## config.mk

```make
export PLATFORM = sky130hd
export DESIGN_NAME = irq_gather32
export DESIGN_NICKNAME = d
export VERILOG_FILES = /design/src/rtl/irqg_pkg.sv /design/src/rtl/irqg_sync.sv /design/src/rtl/irqg_line.sv /design/src/rtl/irq_gather32.sv
export SDC_FILE = /design/constraint.sdc
export NUM_CORES = 1
export LEC_CHECK = 0
export ABC_CLOCK_PERIOD_IN_PS = 4900
export BUFFER_PORTS_ARGS = -buffer_cell sky130_fd_sc_hd__buf_2
export CAP_MARGIN = 10
export CORE_ASPECT_RATIO = 0.8
export CORE_UTILIZATION = 45
export CTS_BUF_LIST = sky130_fd_sc_hd__clkbuf_2
export DETAILED_ROUTE_END_ITERATION = 8
export SETUP_SLACK_MARGIN = 0.15
export SLEW_MARGIN = 25
export SYNTH_ARGS = -nofsm -noshare
export SYNTH_HDL_FRONTEND = slang
export SYNTH_SLANG_ARGS = --single-unit
```

## constraint.sdc

```tcl
create_clock -name clk -period 4.9 [get_ports clk]
set_clock_uncertainty 0.2 [all_clocks]
set_input_delay 0.98 -clock clk [delete_from_list [all_inputs] [get_ports clk]]
set_output_delay 0.98 -clock clk [all_outputs]
set_load 0.1 [all_outputs]
```

## src/rtl/irqg_pkg.sv

```systemverilog
package irqg_pkg;
  localparam int LINES  = 32;
  localparam int ADDR_W = 3;

  typedef enum logic [ADDR_W-1:0] {
    RA_STATUS = 3'd0,
    RA_ENABLE = 3'd1,
    RA_SET    = 3'd2,
    RA_CLEAR  = 3'd3,
    RA_POL    = 3'd4,
    RA_TRIG   = 3'd5
  } reg_idx_e;

  // polarity-corrected level: pol=1 means active high
  function automatic logic line_active(input logic lvl, input logic pol);
    return pol ? lvl : ~lvl;
  endfunction

  // transition of the requested direction between prev and cur
  function automatic logic edge_hit(input logic cur, input logic prev, input logic pol);
    return pol ? (cur & ~prev) : (~cur & prev);
  endfunction
endpackage

```

## src/rtl/irqg_sync.sv

```systemverilog
module irqg_sync #(
  parameter int N = 32
) (
  input  logic         clk,
  input  logic         rst_n,
  input  logic [N-1:0] d,
  output logic [N-1:0] q
);
  logic [N-1:0] stage1;
  logic [N-1:0] stage2;

  for (genvar i = 0; i < N; i++) begin : g_bit
    always_ff @(posedge clk or negedge rst_n) begin
      if (!rst_n) begin
        stage1[i] <= 1'b0;
        stage2[i] <= 1'b0;
      end else begin
        stage1[i] <= d[i];
        stage2[i] <= stage1[i];
      end
    end
  end

  assign q = stage2;
endmodule

```

## src/rtl/irqg_line.sv

```systemverilog
module irqg_line
  import irqg_pkg::*;
(
  input  logic clk,
  input  logic rst_n,
  input  logic sync_i,
  input  logic pol_i,
  input  logic trig_i,
  input  logic set_i,
  input  logic clr_i,
  output logic status_o
);
  logic prev_q;
  logic hw_q;
  logic soft_q;
  logic lvl_on;
  logic edge_ev;
  logic hw_d;
  logic soft_d;

  assign lvl_on  = line_active(sync_i, pol_i);
  assign edge_ev = trig_i & edge_hit(sync_i, prev_q, pol_i);

  always_comb begin
    if (trig_i) hw_d = edge_ev | (hw_q & ~clr_i);
    else        hw_d = lvl_on;
    soft_d = set_i | (soft_q & ~clr_i);
  end

  always_ff @(posedge clk or negedge rst_n) begin
    if (!rst_n) begin
      prev_q <= 1'b0;
      hw_q   <= 1'b0;
      soft_q <= 1'b0;
    end else begin
      prev_q <= sync_i;
      hw_q   <= hw_d;
      soft_q <= soft_d;
    end
  end

  assign status_o = hw_q | soft_q;

  // sticky edge request survives without clear
  a_r5_edge_sticky: assert property (@(posedge clk) disable iff (!rst_n)
    (trig_i && hw_q && !clr_i) |=> hw_q);
  // detected edge always lands, even against a clear
  a_r10_edge_wins: assert property (@(posedge clk) disable iff (!rst_n)
    edge_ev |=> status_o);
  // active level is reflected next cycle
  a_r4_level_follow: assert property (@(posedge clk) disable iff (!rst_n)
    (!trig_i && lvl_on) |=> status_o);
  // software set is recorded
  a_r6_soft_set: assert property (@(posedge clk) disable iff (!rst_n)
    set_i |=> status_o);
endmodule

```

## src/rtl/irq_gather32.sv

```systemverilog
module irq_gather32
  import irqg_pkg::*;
#(
  parameter int NL = LINES,
  parameter int AW = ADDR_W
) (
  input  logic          clk,
  input  logic          rst_n,
  input  logic [AW-1:0] bus_addr,
  input  logic          bus_wr,
  input  logic [NL-1:0] bus_wdata,
  output logic [NL-1:0] bus_rdata,
  input  logic [NL-1:0] irq_in,
  output logic          irq_out
);
  logic [NL-1:0] en_q;
  logic [NL-1:0] pol_q;
  logic [NL-1:0] trig_q;
  logic [NL-1:0] sync_w;
  logic [NL-1:0] status_w;
  logic [NL-1:0] set_vec;
  logic [NL-1:0] clr_vec;
  logic          wr_en;
  logic          wr_pol;
  logic          wr_trig;

  assign wr_en   = bus_wr && (bus_addr == RA_ENABLE);
  assign wr_pol  = bus_wr && (bus_addr == RA_POL);
  assign wr_trig = bus_wr && (bus_addr == RA_TRIG);
  assign set_vec = (bus_wr && (bus_addr == RA_SET))   ? bus_wdata : '0;
  assign clr_vec = (bus_wr && (bus_addr == RA_CLEAR)) ? bus_wdata : '0;

  always_ff @(posedge clk or negedge rst_n) begin
    if (!rst_n) begin
      en_q   <= '0;
      pol_q  <= '1;
      trig_q <= '0;
    end else begin
      if (wr_en)   en_q   <= bus_wdata;
      if (wr_pol)  pol_q  <= bus_wdata;
      if (wr_trig) trig_q <= bus_wdata;
    end
  end

  irqg_sync #(.N(NL)) u_sync (
    .clk  (clk),
    .rst_n(rst_n),
    .d    (irq_in),
    .q    (sync_w)
  );

  for (genvar i = 0; i < NL; i++) begin : g_line
    irqg_line u_line (
      .clk     (clk),
      .rst_n   (rst_n),
      .sync_i  (sync_w[i]),
      .pol_i   (pol_q[i]),
      .trig_i  (trig_q[i]),
      .set_i   (set_vec[i]),
      .clr_i   (clr_vec[i]),
      .status_o(status_w[i])
    );
  end

  always_comb begin
    case (bus_addr)
      RA_STATUS: bus_rdata = status_w;
      RA_ENABLE: bus_rdata = en_q;
      RA_POL:    bus_rdata = pol_q;
      RA_TRIG:   bus_rdata = trig_q;
      default:   bus_rdata = '0;
    endcase
  end

  assign irq_out = |(status_w & en_q);

  // fully masked controller stays quiet
  a_r8_masked_quiet: assert property (@(posedge clk) disable iff (!rst_n)
    (en_q == '0) |-> !irq_out);
  // enable write takes the written value
  a_r2_enable_write: assert property (@(posedge clk) disable iff (!rst_n)
    wr_en |=> (en_q == $past(bus_wdata)));
  // software set on an enabled line raises the output next cycle
  a_r7_set_raises: assert property (@(posedge clk) disable iff (!rst_n)
    (|(set_vec & en_q) && !wr_en) |=> irq_out);
endmodule

```

==> results.py, run 1 <==
metrics = {
    "routing": {
        "wl_per_cell_um": 17.7,
        "drt_iter0_markers": 415,
        "first_pass_iters": 5,
        "drc": 0,
        "routed-via-count": 6866,
        "viasPerCell": 5.29,
        "wirelength_um": 23000,
        "ant_nets": 0,
    },
    "floorplan": {
        "die_h_um": 137,
        "start_util": 0.466,
        "io_pins": 103,
        "core_sq_um": 21900,
        "fp.dieArea_sq_um": 23200,
        "die_x_um": 170,
        "fp-row-count": 48,
    },
    "clock_network": {
        "tritoncts": "yes",
        "cts_buffers": 66,
        "clkLatencyLatePin_ns": 0.78,
        "postCtsSetupRepairBufs": 0,
        "cts_root_buf": "clkbuf_2",
        "h-tree-depth": 3,
        "ctsLongestPathBuffers": 3,
        "postCtsResizedCells": 0,
        "clock-sinks": 256,
        "path_clk_slew_ns": 0.10,
    },
    "job": {
        "maxCapViolations": 0,
    },
    "sta": {
        "fmax_mhz": 258,
        "min_period_ns": 3.88,
        "setup_tns_ns": 0,
        "finalHoldViolCount": 0,
        "tightest_slew_ns": 0.791,
        "rsz0062_at_grt": "false",
        "drv_slew": 0,
        "setup_viol": 0,
        "post-route-period-util": 0.792,
        "slew_headroom": 0.473,
    },
    "min_path": {
        "min_path_cells": 1,
        "holdCritPathClass": "in2reg",
    },
    "cells_and_area": {
        "postLayoutCoreUtil": 0.533,
        "fill_cells": 2018,
        "fin_nets": 1021,
        "syn_to_final_growth_pct": 14.4,
        "final_area_sq_um": 11600,
        "drive_above_1_share": 0.352,
        "layout.cells.non_filler": 1297,
    },
    "logic_synthesis": {
        "synth_simple_gate_area_frac": 0.0558,
        "synth_xor_area_frac": 0.0499,
        "synthAdderAreaFrac": 0,
        "synthMuxAreaShare": 0.108,
        "syn_area_sq_um": 10200,
        "synthArstFlopShare": 1.00,
        "synth_edf_count": 0,
        "ys_seq_area_frac": 0.633,
        "synth_top_area_cell": "dfrtp_1",
        "syn_avg_cell_area_sq_um": 12.8,
        "synth-seq-cells": 256,
        "synthFlopType": "dfrtp_1",
        "synth_compound_area_frac": 0.134,
        "netlist.area_leader.share": 0.551,
        "synth_area_leaders": "dfrtp_1 (55%), dfstp_2 (8.3%), mux2_2 (6.7%)",
        "synth.distinct_cells": 27,
        "yosysWarnings": 0,
        "synth_top_family_by_area": "compound AO/OA/AOI/OAI gates",
        "netlist_instances": 796,
        "syn-num-nets": 866,
    },
    "power": {
        "p_leak_uw": 0.00517,
        "powerDensity_nw_per_um2": 462,
        "max-vdd-ir-drop_v": 0.000277,
    },
    "global_routing": {
        "grt_pass1_vias": 6797,
        "overflow": 0,
        "grt_pass1_wl_um": 37100,
        "grt_max_degree": 89,
        "grt_util_all_layers": 0.209,
        "antenna_found_initial": 1,
    },
    "placement": {
        "gp_congestion": 0.814,
        "placement.cell_area_sq_um": 11000,
        "dp.cells": 1178,
        "place_hpwl_um": 14300,
        "port_buffers": 102,
    },
    "setup_path": {
        "worstPathMaxFanout": 32,
        "path_class": "in2out",
        "worstSetupStartpointType": "input pin",
        "worstPathRequired_ns": 3.72,
        "rr_worst_depth": 3,
        "end_kind": "output port",
        "worstPathArrival_ns": 2.70,
    },
    "outcome": {
        "status": "finished clean",
    },
}
cell usage after synthesis, types with 2 or more instances:
cell type  count
dfrtp_1      224
a21oi_1       89
nand2_1       72
o21ai_0       64
mux2_2        61
mux2_1        35
nor2_1        33
a221o_1       32
dfstp_2       32
a31o_2        29
xnor2_1       29
xor2_1        29
clkbuf_1      18
buf_2         10
nand4_1        8
buf_6          6
nand3_1        6
nor2b_1        3
o311ai_0       3
and2_1         2
inv_1          2
mux2i_1        2
nor3b_2        2
nor4_1         2
cells by family after synthesis:
group / Yosys count
AO/OA/AOI/OAI: 217
XOR/XNOR: 58
buffers and inverters: 36
flip-flops: 256
multiplexers: 98
AND/OR/NAND/NOR: 131
layer usage:
layer  vias up  track usage  routed length, um
li1       3214            -                  -
met1      3428        0.316              11500
met2       182        0.294               9750
met3        42       0.0466               1260
met4         0       0.0751                420
met5         -            0                  0
stage by stage:
step                hold slack (ns)  setup WS, ns  total power (uW)
floorplan                     0.131          1.23              3710
global placement              0.132          1.03              4020
detailed placement            0.135          1.06              4040
CTS                         0.00466          1.00              5460
global route                0.00174         0.919              5720
finish                       0.0981          1.02              5380
what timing repair did:
item | CTS | global route
endpoints found under the setup margin | 0 | 0
hold buffers | 2 | 3
hold endpoints to repair | 52 | 3
final timing paths:
path,startpoint,slack (ns),to
max,bus_addr[0],1.02,bus_rdata[2]
min,irq_in[8],0.1,u_sync.stage1[8]$_DFF_PN0_
max reg2reg,pol_q[8]$_DFFE_PN1P_,3.55,g_line[8].u_line.hw_q$_DFF_PN0_
min reg2reg,u_sync.stage1[9]$_DFF_PN0_,0.14,u_sync.q[9]$_DFF_PN0_
max in group asynchronous,rst_n,2.76,en_q[4]$_DFFE_PN0P_
min in group asynchronous,rst_n,0.61,u_sync.stage1[17]$_DFF_PN0_
final cells by class:
cell class                      instances  area, sq um  area share
Sequential cell                       256         6450       0.553
Clock buffer                          107          536      0.0460
Inverter                                2         7.51    0.000644
Antenna cell                            1         2.50    0.000215
Multi-Input combinational cell        504         3560       0.306
Tap cell                              300          375      0.0322
Clock inverter                          6         22.5     0.00193
Timing Repair Buffer                  121          701      0.0601
worst max-delay path: stages:
cell and delay [ns]:
buf_2 0.15, or3_1 0.37, buf_4 0.27, o21ai_0 0.32
a221o_1 0.17, buf_2 0.42
state kept, by name, summed over array words and instances, names as in the netlist:
register	flops
en_q	32
g_line.u_line.hw_q	32
g_line.u_line.prev_q	32
g_line.u_line.soft_q	32
pol_q	32
trig_q	32
u_sync.q	32
u_sync.stage1	32
cell usage in the layout (no fill, tap or decap), types with 3 or more instances in the layout:
cell           Yosys  routed
mux2_2            61      61
o311ai_0           3       3
buf_4              0      12
nor2_1            33      32
dfstp_2           32      32
mux2_1            35      35
o21ai_0           64      64
clkbuf_2           0     107
a221o_1           32      32
xnor2_1           29      29
dfrtp_1          224     224
xor2_1            29      29
dlygate4sd3_1      0       5
nand4_1            8       8
nand3_1            6       6
nor2b_1            3       3
nand2_1           72      72
buf_2             10     101
a21oi_1           89      89
a31o_2            29      29
clkinv_1           0       4
report_power, final:
| part | internal, uW | switching [uW] |
|---|---|---|
| Clock | 562 | 826 |
| Combinational | 458 | 678 |
| Sequential | 2540 | 322 |
| Total | 3560 | 1830 |
No activity file was read; power rests on OpenSTA's default activity.
==> inputs of run 2 (changes only) <==
ABC_CLOCK_PERIOD_IN_PS = 3200   (was 4900)
PLACE_DENSITY = 0.66   (was default)
clock period = 3.2 ns   (was 4.9 ns; I/O delays follow)
==> run 2 against run 1 <==
Against the previous run:
- via count up 3.0%
- total power is 60% higher
- cell count is 4.9% higher
- die area did not move
- critical path depth decreased by 1
- global-route usage rose by 0.42 points
- sequential power rose by 55%
- worst setup slack got worse by 0.98 ns
- critical path type is now reg2out
- largest cell class unchanged
==> results.py, run 2 (same netlist as run 1, synthesis figures left out) <==
metrics = {
    "outcome": {
        "status": "finished clean",
    },
    "setup_path": {
        "path_class": "reg2out",
        "worstPathMaxFanout": 2,
        "cp_slowest_stage_delay_ns": 0.41,
        "crit_chain": "o21ai_2, nand4_1, nor4_2, nand2_1, buf_12",
        "endpoint": "irq_out",
        "worstPathArrival_ns": 2.32,
        "cp-startpoint": "g_line[0].u_line.hw_q$_DFF_PN0_",
        "r2r_slack_ns": 1.79,
        "cp_slowest_cell": "dfrtp_1",
        "r2r_end": "g_line[18].u_line.soft_q$_DFF_PN0_",
        "end_kind": "output port",
        "rr_worst_depth": 3,
        "worstSetupStartpointType": "flip-flop",
        "worstPathRequired_ns": 2.36,
        "regToRegStartpoint": "g_line[18].u_line.soft_q$_DFF_PN0_",
    },
    "clock_network": {
        "cts_buffers": 61,
        "h-tree-depth": 2,
        "tritoncts": "yes",
        "clock-sinks": 256,
        "ctsLongestPathBuffers": 3,
        "cts_root_buf": "clkbuf_2",
        "clkLatencyLatePin_ns": 0.83,
        "path_clk_slew_ns": 0.11,
    },
    "floorplan": {
        "die_h_um": 137,
        "fp-row-count": 48,
        "die_x_um": 170,
        "start_util": 0.466,
        "core_sq_um": 21900,
        "io_pins": 103,
        "fp.dieArea_sq_um": 23200,
    },
    "routing": {
        "drt_iter0_markers": 362,
        "first_pass_iters": 4,
        "wirelength_um": 23900,
        "routed-via-count": 7071,
        "ant_nets": 0,
        "drc": 0,
        "wl_per_cell_um": 17.5,
        "viasPerCell": 5.20,
    },
    "cells_and_area": {
        "layout_commonest_cell": "dfrtp_1",
        "fin_nets": 1082,
        "fill_cells": 1837,
        "layout.cells.non_filler": 1361,
        "final_cell_mix": "dfrtp_1 (224), clkbuf_2 (91), a21oi_1 (89), nand2_1 (72), buf_2 (68)",
        "drive_above_1_share": 0.334,
        "syn_to_final_growth_pct": 26.8,
    },
    "job": {
        "maxCapViolations": 0,
    },
    "sta": {
        "setup_ws_ns": 0.0439,
        "fmax_mhz": 317,
        "setup_viol": 0,
        "min_period_ns": 3.16,
        "post-route-period-util": 0.986,
        "drv_slew": 0,
        "finalHoldViolCount": 0,
        "tightest_slew_ns": 0.780,
        "slew_headroom": 0.480,
        "rsz0062_at_grt": "true",
        "whs_ns": 0.136,
    },
    "placement": {
        "place_hpwl_um": 14100,
        "gp_congestion": 0.747,
        "port_buffers": 102,
        "dp_worst_setup_slack_ns": 0.214,
        "dp.cells": 1180,
    },
    "global_routing": {
        "grt_pass1_vias": 7328,
        "antenna_found_initial": 2,
        "overflow": 0,
        "grt_util_all_layers": 0.213,
        "grt_max_degree": 96,
        "grt_pass1_wl_um": 38400,
    },
    "power": {
        "p_leak_uw": 0.00557,
        "max-vdd-ir-drop_v": 0.000398,
        "powerDensity_nw_per_um2": 668,
    },
    "min_path": {
        "holdCritPathClass": "reg2reg",
    },
}
==> run 2: changes by cell type in the layout (fill, tap and decap cells not counted), sizes merged <==
cell         delta
dlygate4sd3    +62
clkbuf         -16
diode           +1
clkinv         +12
bufinv          +1
buf             +4
==> run 2: power by group <==
part | internal, uW | switching, uW
combinational | 983 | 1110
sequential | 3880 | 537
clock | 839 | 1270
==> run 2: metrics by stage <==
stage | utilization | area, sq um | TNS (ns) | total power (uW)
6_report | 0.591 | 12900 | 0 | 8630
4_1_cts | 0.588 | 12800 | -0.0862 | 8670
3_5_place_dp | 0.531 | 11600 | 0 | 6440
3_3_place_gp | 0.531 | 11600 | 0 | 6380
5_1_grt | 0.591 | 12900 | -0.0688 | 9150
2_1_floorplan | - | 10200 | 0 | 5670
==> run 2: repair_timing <==
item	4_1_cts	5_1_grt
pin swaps	1	8
setup buffers	0	2
setup endpoints to repair	1	4
hold endpoints to repair	275	0
hold buffers	67	0
gates resized for setup	20	25
==> run 2: area by class of cell <==
type | count | area (sq um) | share of cell area
diodes | 2 | 5.00 | 0.000388
repair buffers | 187 | 1910 | 0.148
multi-input cells | 504 | 3610 | 0.280
inverters | 2 | 7.51 | 0.000581
clock inverters | 19 | 100 | 0.00775
flip-flops and latches | 256 | 6450 | 0.499
clock buffers | 91 | 455 | 0.0353
well taps | 300 | 375 | 0.0291
==> run 2: per-layer routing <==
layer	vias up	share of wire	global-route usage
met4	0	0.017	0.0676
met2	180	0.46	0.338
met3	39	0.049	0.0451
met5	-	0	0
li1	3330	-	-
met1	3522	0.48	0.295
==> run 2: worst min-delay path by stage <==
| stage | start | to | slack [ns] | cells past startpoint |
|---|---|---|---|---|
| finish | u_sync.stage1[3]$_DFF_PN0_ | u_sync.q[3]$_DFF_PN0_ | 0.14 | 0 |
| global route | irq_in[7] | u_sync.stage1[7]$_DFF_PN0_ | 0.15 | 2 |
| detailed placement | u_sync.stage1[10]$_DFF_PN0_ | u_sync.q[10]$_DFF_PN0_ | 0.13 | 0 |
| global placement | u_sync.stage1[30]$_DFF_PN0_ | u_sync.q[30]$_DFF_PN0_ | 0.13 | 0 |
| CTS | irq_in[24] | u_sync.stage1[24]$_DFF_PN0_ | 0.14 | 2 |
| floorplan | u_sync.stage1[0]$_DFF_PN0_ | u_sync.q[0]$_DFF_PN0_ | 0.13 | 0 |
==> run 2: critical path, delay by kind of cell, from the launching register on <==
family | cells | cell delay (ns)
compound gates | 1 | 0.23
buf+inv | 1 | 0.21
flops | 1 | 0.41
simple gates | 3 | 0.65
